### config.mk
export PLATFORM = sky130hd
export DESIGN_NAME = oneshot_match_ctl
export DESIGN_NICKNAME = d
export VERILOG_FILES = /design/src/rtl/osm_pkg.sv /design/src/rtl/osm_access.sv /design/src/rtl/osm_cfg_bank.sv /design/src/rtl/osm_slot.sv /design/src/rtl/oneshot_match_ctl.sv
export SDC_FILE = /design/constraint.sdc
export NUM_CORES = 1
export LEC_CHECK = 0
export BUFFER_PORTS_ARGS = -buffer_cell sky130_fd_sc_hd__buf_2
export CAP_MARGIN = 15
export CORE_MARGIN = 1.5
export CORE_UTILIZATION = 55
export CTS_BUF_LIST = sky130_fd_sc_hd__clkbuf_4
export DETAILED_ROUTE_END_ITERATION = 8
export GPL_ROUTABILITY_DRIVEN = 0
export PLACE_DENSITY = 0.87
export SETUP_SLACK_MARGIN = 0.5
export SLEW_MARGIN = 15
export SYNTH_ARGS = -nofsm -noshare
export SYNTH_HDL_FRONTEND = slang
export SYNTH_HIERARCHICAL = 1
export SYNTH_SLANG_ARGS = --single-unit
export TNS_END_PERCENT = 50
### constraint.sdc
create_clock -name clk -period 2.8 [get_ports clk]
set_input_delay 0.14 -clock clk [delete_from_list [all_inputs] [get_ports clk]]
set_output_delay 0.14 -clock clk [all_outputs]
set_load 0.05 [all_outputs]
### src/rtl/osm_pkg.sv
package osm_pkg;

    localparam int SA_LINES   = 16;
    localparam int RNG_LINES  = 8;
    localparam int IDX_W      = 3;
    localparam int BUS_W      = 32;
    localparam int WORD_W     = 1 + RNG_LINES + SA_LINES;

    typedef struct packed {
        logic                 multi;
        logic [RNG_LINES-1:0] rng;
        logic [SA_LINES-1:0]  sa;
    } slot_cfg_t;

    typedef enum logic [1:0] {
        ACC_NONE,
        ACC_OK,
        ACC_UNDEF,
        ACC_REJECT
    } acc_kind_t;

    // Bits a control word may hold for a given number of comparator pairs.
    function automatic slot_cfg_t legal_bits(input int unsigned pairs);
        slot_cfg_t m;
        m = '0;
        m.multi = 1'b1;
        for (int i = 0; i < RNG_LINES; i++)
            if (i < int'(pairs)) m.rng[i] = 1'b1;
        for (int i = 0; i < SA_LINES; i++)
            if (i < 2 * int'(pairs)) m.sa[i] = 1'b1;
        return m;
    endfunction

    function automatic slot_cfg_t clip_word(input logic [BUS_W-1:0] raw,
                                            input slot_cfg_t legal);
        slot_cfg_t w;
        w = slot_cfg_t'(raw[WORD_W-1:0]);
        return slot_cfg_t'(w & legal);
    endfunction

endpackage

### src/rtl/osm_access.sv
module osm_access
    import osm_pkg::*;
#(
    parameter int N_SLOTS = 6
) (
    input  logic               reg_wr,
    input  logic               reg_rd,
    input  logic [IDX_W-1:0]   reg_idx,
    input  logic               unit_idle,
    output acc_kind_t          kind,
    output logic [N_SLOTS-1:0] wr_en,
    output logic               rd_ok
);

    logic present;

    always_comb begin
        present = (int'(reg_idx) < N_SLOTS);
        kind    = ACC_NONE;
        wr_en   = '0;
        rd_ok   = reg_rd && present;
        if (reg_wr || reg_rd) begin
            if (!present)
                kind = ACC_UNDEF;
            else if (reg_wr && !unit_idle)
                kind = ACC_REJECT;
            else
                kind = ACC_OK;
        end
        for (int s = 0; s < N_SLOTS; s++)
            if (reg_wr && unit_idle && reg_idx == IDX_W'(s))
                wr_en[s] = 1'b1;
    end

endmodule

### src/rtl/osm_cfg_bank.sv
module osm_cfg_bank
    import osm_pkg::*;
#(
    parameter int N_SLOTS = 6,
    parameter int N_PAIRS = 4
) (
    input  logic                     clk,
    input  logic                     rst,
    input  logic [N_SLOTS-1:0]       wr_en,
    input  logic [BUS_W-1:0]         wdata,
    input  logic                     rd_any,
    input  logic                     rd_ok,
    input  logic [IDX_W-1:0]         rd_idx,
    output slot_cfg_t [N_SLOTS-1:0]  cfg_q,
    output logic [BUS_W-1:0]         rdata
);

    localparam slot_cfg_t LEGAL = legal_bits(N_PAIRS);
    localparam int        PAD_W = BUS_W - WORD_W;

    // Control words carry no reset: their post-reset value is undefined.
    for (genvar s = 0; s < N_SLOTS; s++) begin : g_word
        always_ff @(posedge clk) begin
            if (wr_en[s])
                cfg_q[s] <= clip_word(wdata, LEGAL);
        end
    end

    slot_cfg_t rd_word;

    always_comb begin
        rd_word = '0;
        for (int s = 0; s < N_SLOTS; s++)
            if (rd_ok && rd_idx == IDX_W'(s))
                rd_word = cfg_q[s];
    end

    always_ff @(posedge clk) begin
        if (rst)
            rdata <= '0;
        else if (rd_any)
            rdata <= {{PAD_W{1'b0}}, rd_word};
    end

endmodule

### src/rtl/osm_slot.sv
module osm_slot
    import osm_pkg::*;
(
    input  logic                 clk,
    input  logic                 rst,
    input  slot_cfg_t            cfg,
    input  logic [SA_LINES-1:0]  sa_hit,
    input  logic [RNG_LINES-1:0] rng_hit,
    input  logic                 clr,
    output logic                 fired,
    output logic                 status
);

    logic match;
    logic armed;

    always_comb begin
        match = (|(cfg.sa & sa_hit)) || (|(cfg.rng & rng_hit));
        armed = cfg.multi || !status || clr;
    end

    always_ff @(posedge clk) begin
        if (rst) begin
            fired  <= 1'b0;
            status <= 1'b0;
        end else begin
            fired  <= match && armed;
            status <= match || (status && !clr);
        end
    end

endmodule

### src/rtl/oneshot_match_ctl.sv
module oneshot_match_ctl
    import osm_pkg::*;
#(
    parameter int N_PAIRS = 4,
    parameter int N_SLOTS = 6
) (
    input  logic                 clk,
    input  logic                 rst,
    input  logic [15:0]          sa_hit,
    input  logic [7:0]           rng_hit,
    input  logic                 unit_idle,
    input  logic                 reg_wr,
    input  logic                 reg_rd,
    input  logic [2:0]           reg_idx,
    input  logic [31:0]          reg_wdata,
    output logic [31:0]          reg_rdata,
    output logic                 acc_undef,
    output logic                 wr_reject,
    input  logic [N_SLOTS-1:0]   sts_clr,
    output logic [N_SLOTS-1:0]   fired,
    output logic [N_SLOTS-1:0]   status
);

    acc_kind_t               kind;
    logic [N_SLOTS-1:0]      wr_en;
    logic                    rd_ok;
    slot_cfg_t [N_SLOTS-1:0] cfg_q;
    logic [N_SLOTS-1:0]      mode_multi;
    logic [N_SLOTS-1:0]      sel_any;

    osm_access #(.N_SLOTS(N_SLOTS)) u_access (
        .reg_wr    (reg_wr),
        .reg_rd    (reg_rd),
        .reg_idx   (reg_idx),
        .unit_idle (unit_idle),
        .kind      (kind),
        .wr_en     (wr_en),
        .rd_ok     (rd_ok)
    );

    osm_cfg_bank #(.N_SLOTS(N_SLOTS), .N_PAIRS(N_PAIRS)) u_bank (
        .clk    (clk),
        .rst    (rst),
        .wr_en  (wr_en),
        .wdata  (reg_wdata),
        .rd_any (reg_rd),
        .rd_ok  (rd_ok),
        .rd_idx (reg_idx),
        .cfg_q  (cfg_q),
        .rdata  (reg_rdata)
    );

    for (genvar s = 0; s < N_SLOTS; s++) begin : g_slot
        osm_slot u_slot (
            .clk     (clk),
            .rst     (rst),
            .cfg     (cfg_q[s]),
            .sa_hit  (sa_hit),
            .rng_hit (rng_hit),
            .clr     (sts_clr[s]),
            .fired   (fired[s]),
            .status  (status[s])
        );
        assign mode_multi[s] = cfg_q[s].multi;
        assign sel_any[s]    = |{cfg_q[s].rng, cfg_q[s].sa};
    end

    always_ff @(posedge clk) begin
        if (rst) begin
            acc_undef <= 1'b0;
            wr_reject <= 1'b0;
        end else begin
            acc_undef <= (kind == ACC_UNDEF);
            wr_reject <= (kind == ACC_REJECT);
        end
    end

endmodule

* Word level (Yosys, flattened, before mapping) *
Cells that the tools add are included.
Widths: inputs -> output; s select.

operators by class
  magnitude comparators = 1
  equal/unequal tests = 7
  multiplexer cells = 15
  bitwise operators = 12
  reduce and logical (&&, ||, !) cells = 78

operator list
  kind                number
  $mux 25             6
  $and 8x16->16       6
  $reduce_or 16->1    6
  $and 4x8->8         6
  $reduce_or 8->1     6
  $logic_and 1x1->1   27
  $logic_or 1x1->1    25
  $logic_not 1->1     13
  $eq 3x2->1 const B  2
  $eq 3x3->1 const B  2
  $mux 1              6
  $mux 2              3
  $eq 2x2->1 const B  2
  $eq 3x1->1 const B  1
  $logic_not 3->1     1
  $lt 3x3->1 const B  1

word-level totals
  bits in registers = 117
  input bits = 70
  output and inout bits = 46
  word-level logic and storage cells = 146

* Logic depth before layout (Yosys ltp) *
Gate-level depths: netlist (run 1).

  depth in word-level cells = 9
  mapped depth = 6
  depth with buffers taken out = 5

* Hierarchy *
The synthesis (run 1) kept the hierarchy.

modules (own cells, without submodules)
  module             times used  cells an instance  area an instance (um^2)  sequential area each (um^2)
  osm_cfg_bank       1           296                4134.0                   2602.5
  osm_slot           6           20                 206.4                    40.0
  osm_access         1           16                 78.8                     0.0
  oneshot_match_ctl  1           4                  61.3                     40.0

* Worst setup path after synthesis (run 1) *
OpenSTA, ideal clock, no wires.

  kind = in2reg
  start = in reg_idx[0]
  end = reg, netlist name u_bank/cfg_q[0]
  setup time = 0.400 ns
  arrival = 1.260 ns
  data required time = 2.400 ns
  path slack = 1.140 ns
  cell stages on the path = 2
  buffers on the path = 0
  path through = nand3b_1 -> nor3_1

on the way
  cells in the longest elaborated chain, start to end = 3

RTL lines
  element            line                     source
  from (decl)        oneshot_match_ctl.sv:14  input logic [2:0] reg_idx,
  $logic_not 3->1    osm_access.sv:31         if (reg_wr && unit_idle && reg_idx == IDX_W'(s))
  $logic_and 1x1->1  osm_access.sv:31
  $mux 1             osm_access.sv:31
  via wr_en[0]       oneshot_match_ctl.sv:25  logic [N_SLOTS-1:0] wr_en;

The timed path passes the listed nets, and every way through them passes these cells.
A chain may end at the register's enable or synchronous reset.

* Worst setup path after layout (run 1) *
  start = in reg_idx[0]
  end = reg u_bank.rdata[17]

on the way
  cells in the longest elaborated chain, start to end = 9
  elaborated cells on any way between the ends = 20
  classes of those cells = 1 x order compare; 5 x eq/ne; 6 x mux; 8 x reduce/logical

RTL lines
  element               line                source
  $lt 3x3->1            osm_access.sv:18    present = (int'(reg_idx) < N_SLOTS);
  $logic_and 1x1->1     osm_access.sv:21    rd_ok = reg_rd && present;
  $logic_and 1x1->1     osm_cfg_bank.sv:34  if (rd_ok && rd_idx == IDX_W'(s))
  $mux 25 (5 in a row)  osm_cfg_bank.sv:34
  $mux 25 *             osm_cfg_bank.sv:34
  to (signal assigned)  osm_cfg_bank.sv:42  rdata <= {{PAD_W{1'b0}}, rd_word};
  to (decl)             osm_cfg_bank.sv:15  output logic [BUS_W-1:0] rdata

Mark *: on every way between the ends. The rest lies on a longest branch, timed or not.

==> flow_summary.toml, run 1 <==
[timing]
max_freq_mhz = 670
setup_viol_count_final = 0
finalCriticalPeriod_ns = 1.49
drv_slew = 0
slew_headroom = 0.490
clock_skew_ns = 0.0228
hold_viol = 0
rsz0062_at_grt = "false"
setup_slack_ns = 1.31
worst_slew_pin_slew_ns = 0.764
fin_setup_tns_ns = 0
min_period_over_period = 0.533

[global_routing]
grt_max_degree = 29
grt_pass1_wl_microns = 19100
grt-ovfl-total = 0
antenna_found_initial = 1
grt_pass1_vias = 3689
track_usage = 0.249

[floorplan]
die_w_microns = 103
dieHeight_microns = 103
die_area_sq_mm = 0.0106
num_io_pins = 116
initial_core_util = 0.567
row_count = 36
core-area_sq_mm = 0.00973

[clock_network]
clk_latency_ns = 0.47
ctsRootBufferMaster = "clkbuf_4"
clkTransAtPathRegs_ns = 0.16
cts.htree.levels = 3
clock_sinks = 105
cts_max_path_buffers = 2
cts_tree = "done"
cts_buffers = 9

[setup_path]
cp_top_family = "simple AND/OR/NAND/NOR gates"
critical_path_class = "in2reg"
startpoint_type = "input pin"
end_kind = "flip-flop"
path_buf_inv = 1
worstPathRequired_ns = 3.16
worstPathCellList = "buf_2 -> and4b_1 -> nand2_1 -> o221a_2"
r2r_slack_ns = 1.33
r2r-start = "u_bank/cfg_q[69]"
cp_slowest_cell = "buf_2"
worstPathMaxFanout = 26
crit_arrival_ns = 1.85
slowest_delay_ns = 0.55
r2r_end = "g_slot[2].u_slot/status"
reg2regPathDepth = 4

[pwr]
p_leak_nw = 2.42
peakVddDrop_mv = 0.369
p_per_area_mw_per_mm2 = 490

[route]
wl_per_cell_microns = 18.6
drtPass1Iterations = 5
viasPerCell = 5.65
vias = 3851
routed_wl_microns = 12700
drcViolationCount = 0
drtIter0Drc = 269
ant_nets = 0

[run]
cap_violations = 0

[yosys]
syn-cell-area_sq_mm = 0.00551
synth_edf_count = 78
synth.most_common_cell = "buf_4"
post-synth-top-area-fraction = 0.425
synth-warning-count = 6
yosys-top-cells-area = "edfxtp_1 42%, buf_4 12%, dfxtp_1 9.8%, a221oi_2 6.5%, a22o_1 3.8%"
ys_types = 38
synth.avg_cell_area_sq_um = 12.6
async_flop_share = 0
syn_inst = 436
yosysSeqAreaShare = 0.523
ys_ff_latch = 105
yosys_most_used_dff = "edfxtp_1"
synthTopCellsByCount = "91 x buf_4, 78 x edfxtp_1, 46 x nor2_1"
yosys.area.top_type = "edfxtp_1"

[final_layout]
final_layout_size_suffix_gt1_frac = 0.266
fillCellCount = 744
final_util = 0.624
fin_nets = 613
antenna_cells = 0
area_delta_synth_final_pct = 10.1

[worst_hold_path]
worstHoldStart = "unit_idle"
holdPathStages = 3
hold_path_class = "in2reg"
whs_endpoint = "acc_undef"

[status]
status = "completed"

[placed_design]
port-buffer-count = 77
dp_hpwl_microns = 9330
place_ws_ns = 0.895
## metrics by stage
stage,hold WS [ns],power (mW),cells,cell area (sq um)
2_1_floorplan,0.209,2.18,526,5850
3_3_place_gp,0.380,2.23,646,5750
3_5_place_dp,0.379,2.25,646,5750
4_1_cts,0.0534,2.97,681,6070
5_1_grt,0.0580,3.09,681,6070
6_report,0.0748,2.98,681,6070
## placed cells by master, fill, tap and decap left out, drive strengths merged
master,netlist,layout
a211oi,6,6
a21oi,1,1
a221oi,24,24
a22o,24,24
a22oi,24,24
a311oi,2,2
a31oi,6,6
and2,7,7
and3b,1,1
and4,12,12
and4b,1,1
buf,96,89
clkbuf,6,9
clkinv,0,3
clkinvlp,0,1
conb,1,91
dfxtp,27,27
dlygate4sd3,0,19
edfxtp,78,78
inv,3,6
mux2i,10,10
mux4,8,8
nand2,6,6
nand2b,8,8
nand3,1,1
nand3b,3,3
nor2,46,46
nor2b,1,1
nor3,2,2
nor3b,1,1
o21ai,11,11
o221a,11,11
o22ai,6,6
o31a,2,2
or3b,1,1
## worst register-to-register path: cells and delay by family (launching register included)
| family | cells | cell delay (ns) |
|---|---|---|
| AO/OA/AOI/OAI | 3 | 0.60 |
| AND/OR/NAND/NOR | 1 | 0.33 |
| flip-flops | 1 | 0.43 |
## repair_timing
action | 4_1_cts | 5_1_grt
hold endpoints to repair | 84 | 0
gates resized for setup | 0 | 0
setup buffers | 0 | 0
hold buffers | 19 | 0
## per-layer routing
layer  vias up  routed length (microns)  GRT usage
met5         -                       13          0
met1      1873                     4850      0.305
li1       1746                        -          -
met3        29                     1060     0.0678
met4         2                      311     0.0842
met2       201                     6440      0.426
## report_power, final
| group | internal, mW | total (mW) | leakage, nW | switching [mW] |
|---|---|---|---|---|
| combinational | 0.168 | 0.507 | 1.42 | 0.339 |
| sequential | 1.72 | 1.74 | 0.930 | 0.0242 |
| clock | 0.201 | 0.731 | 0.0715 | 0.530 |
| total | 2.08 | 2.98 | 2.42 | 0.894 |
## cell type report
type,count,area [sq um],share of cell area
sequential,105,2880,0.475
clock inverter,7,63.8,0.0105
inverter,3,11.3,0.00185
clock buffer,9,67.6,0.0111
tap,133,166,0.0274
multi-input combinational,316,2210,0.365
timing repair buffer,108,666,0.110
## cell families after synthesis
| family | count (synthesis) | share of synthesized area |
|---|---|---|
| mux | 18 | 0.0536 |
| buf+inv | 105 | 0.138 |
| other cells | 1 | 0.000680 |
| compound gates | 117 | 0.198 |
| simple gates | 90 | 0.0867 |
| flops | 105 | 0.523 |
## flip-flops by register name (all words and copies together), names as in the netlist
| signal | flops |
|---|---|
| u_bank/rdata | 13 |
| wr_reject | 1 |
| acc_undef | 1 |
| u_bank/cfg_q | 78 |
| g_slot.u_slot/status | 6 |
| g_slot.u_slot/fired | 6 |
## how the worst max path moves through the flow
stage / from / to / slack (ns) / cells past startpoint
finish: reg_idx[0] / u_bank/rdata[17] / 1.31 / 4
detailed placement: reg_idx[0] / u_bank/rdata[17] / 0.89 / 4
global placement: reg_idx[0] / u_bank/rdata[24] / 0.91 / 4
floorplan: reg_idx[0] / u_bank/cfg_q[0] / 1.14 / 2
CTS: u_bank/cfg_q[69] / g_slot[2].u_slot/status / 1.34 / 4
global route: u_bank/cfg_q[69] / g_slot[2].u_slot/status / 1.24 / 4
(Power assumes the default switching activity.)
==> run 2, diff against run 1 <==
==> constraint.sdc (replaced) <==
create_clock -name clk -period 1.52 [get_ports clk]
set_input_delay 0.076 -clock clk [delete_from_list [all_inputs] [get_ports clk]]
set_output_delay 0.076 -clock clk [all_outputs]
set_load 0.05 [all_outputs]
==> flow_summary.toml, run 2 (synthesis gave the netlist of run 1 again) <==
[status]
status = "completed"

[timing]
worst_slew_pin_slew_ns = 0.574
clock_skew_ns = 0.0312
setup_viol_count_final = 0
finalCriticalPeriod_ns = 1.45
drv_slew = 0
rsz0062_at_grt = "true"
hold_viol = 0
slew_headroom = 0.617
fin_setup_tns_ns = 0
max_freq_mhz = 688
min_period_over_period = 0.956

[setup_path]
end_kind = "flip-flop"
path_buf_inv = 1
critical_path_class = "reg2reg"
slowest_delay_ns = 0.46
startpoint_type = "flip-flop"
worstPathCellList = "buf_4 -> a22oi_1 -> and4_1 -> a211oi_1"
cp_slowest_cell = "edfxtp_1"
worstPathMaxFanout = 2
cp_top_family = "flip-flops"
crit_arrival_ns = 1.78
worstPathRequired_ns = 1.85

[final_layout]
top_regs = "u_bank/cfg_q x78, u_bank/rdata x13"
fin_nets = 646
regMostFlops = "u_bank/cfg_q"
antenna_cells = 0
final_layout_size_suffix_gt1_frac = 0.377
area_delta_synth_final_pct = 20.0
final_util = 0.680
layout_common_cells = "91 x conb_1, 78 x edfxtp_1, 58 x buf_2"
stdcell_area_sq_mm = 0.00662
layout_commonest_cell = "conb_1"
largest_reg_flops = 78

[floorplan]
initial_core_util = 0.567
die_w_microns = 103
dieHeight_microns = 103
num_io_pins = 116
core-area_sq_mm = 0.00973
die_area_sq_mm = 0.0106
row_count = 36

[global_routing]
grt_pass1_wl_microns = 20100
track_usage = 0.261
grt-ovfl-total = 0
antenna_found_initial = 0
grt_max_degree = 29
grt_pass1_vias = 3895

[placed_design]
port-buffer-count = 77
placed_area_sq_mm = 0.00586
dp_hpwl_microns = 9700

[route]
drtPass1Iterations = 6
ant_nets = 0
drcViolationCount = 0
vias = 4056
viasPerCell = 5.68
routed_wl_microns = 14300
wl_per_cell_microns = 20.0
drtIter0Drc = 539

[clock_network]
ctsRootBufferMaster = "clkbuf_4"
cts_tree = "done"
clk_latency_ns = 0.47
clock_sinks = 105
cts.htree.levels = 3
clkTransAtPathRegs_ns = 0.19
cts_max_path_buffers = 2
cts_buffers = 9

[worst_hold_path]
hold_path_class = "in2reg"

[run]
cap_violations = 0

[pwr]
p_leak_nw = 2.65
p_per_area_mw_per_mm2 = 858
peakVddDrop_mv = 0.566
run 2: cell count changes in the layout (fill, tap and decap cells not counted), moves of 4 or more:
| cell | before | now |
|---|---|---|
| buf_4 | 12 | 44 |
| buf_2 | 77 | 58 |
| dfxtp_1 | 27 | 8 |
| dfxtp_2 | 0 | 19 |
| buf_8 | 0 | 17 |
| and4_1 | 12 | 5 |
| and2_4 | 0 | 6 |
| and4_4 | 0 | 6 |
| and2_1 | 6 | 1 |
| mux4_1 | 4 | 0 |
| mux4_2 | 4 | 8 |
| o221a_2 | 9 | 5 |
| o221a_4 | 0 | 4 |
run 2: through the flow:
| step | hold WS, ns | power, mW | instances | setup slack [ns] |
|---|---|---|---|---|
| final | 0.0532 | 5.67 | 714 | 0.0675 |
| after global routing | 0.0608 | 5.86 | 714 | 0.0449 |
| after CTS | 0.0292 | 5.57 | 709 | 0.128 |
| after detailed placement | 0.323 | 4.17 | 661 | -0.0523 |
| after global placement | 0.314 | 4.14 | 661 | -0.0142 |
| after floorplan | 0.145 | 4.03 | 526 | 0.230 |
run 2: final timing paths:
| kind | start | endpoint | slack [ns] | cells past startpoint |
|---|---|---|---|---|
| setup / recovery | u_bank/cfg_q[77] | g_slot[3].u_slot/fired | 0.07 | 4 |
| hold / removal | reg_idx[2] | acc_undef | 0.05 | 4 |
| setup reg to reg | u_bank/cfg_q[77] | g_slot[3].u_slot/fired | 0.07 | 4 |
| hold reg to reg | g_slot[0].u_slot/status | g_slot[0].u_slot/status | 0.55 | 2 |
run 2: tightest hold or removal path, stage by stage:
cell and delay (ns):
buf_2 0.11, nand2_1 0.09, o22ai_1 0.08, nor3b_2 0.15
run 2: where the power goes:
part / total [mW] / leakage (nW) / internal (mW) / switching [mW]
Sequential: 3.23 / 0.935 / 3.17 / 0.0595
Combinational: 1.08 / 1.64 / 0.413 / 0.671
Clock: 1.36 / 0.0703 / 0.369 / 0.993
run 2: area by class of cell:
cell class                 instances  area (sq um)
clock buffer                       9          67.6
clock inverter                     7          61.3
fill                             655          3110
inverter                           3          11.3
multi-input combinational        316          2300
sequential                       105          2910
tap                              133           166
timing repair buffer             141          1100
run 2: metal layers:
layer / global-route usage / wire (microns)
met3: 0.0522 / 1460
met4: 0.106 / 563
met1: 0.329 / 5240
met2: 0.443 / 6990
met5: 0 / 0
run 2: timing repair:
action / CTS / global route
resized for setup: 46 / 64
setup buffers: 12 / 5
pin swaps: 23 / 6
hold endpoints to repair: 86 / 0
setup endpoints to repair: 52 / 62
hold buffers: 20 / 0
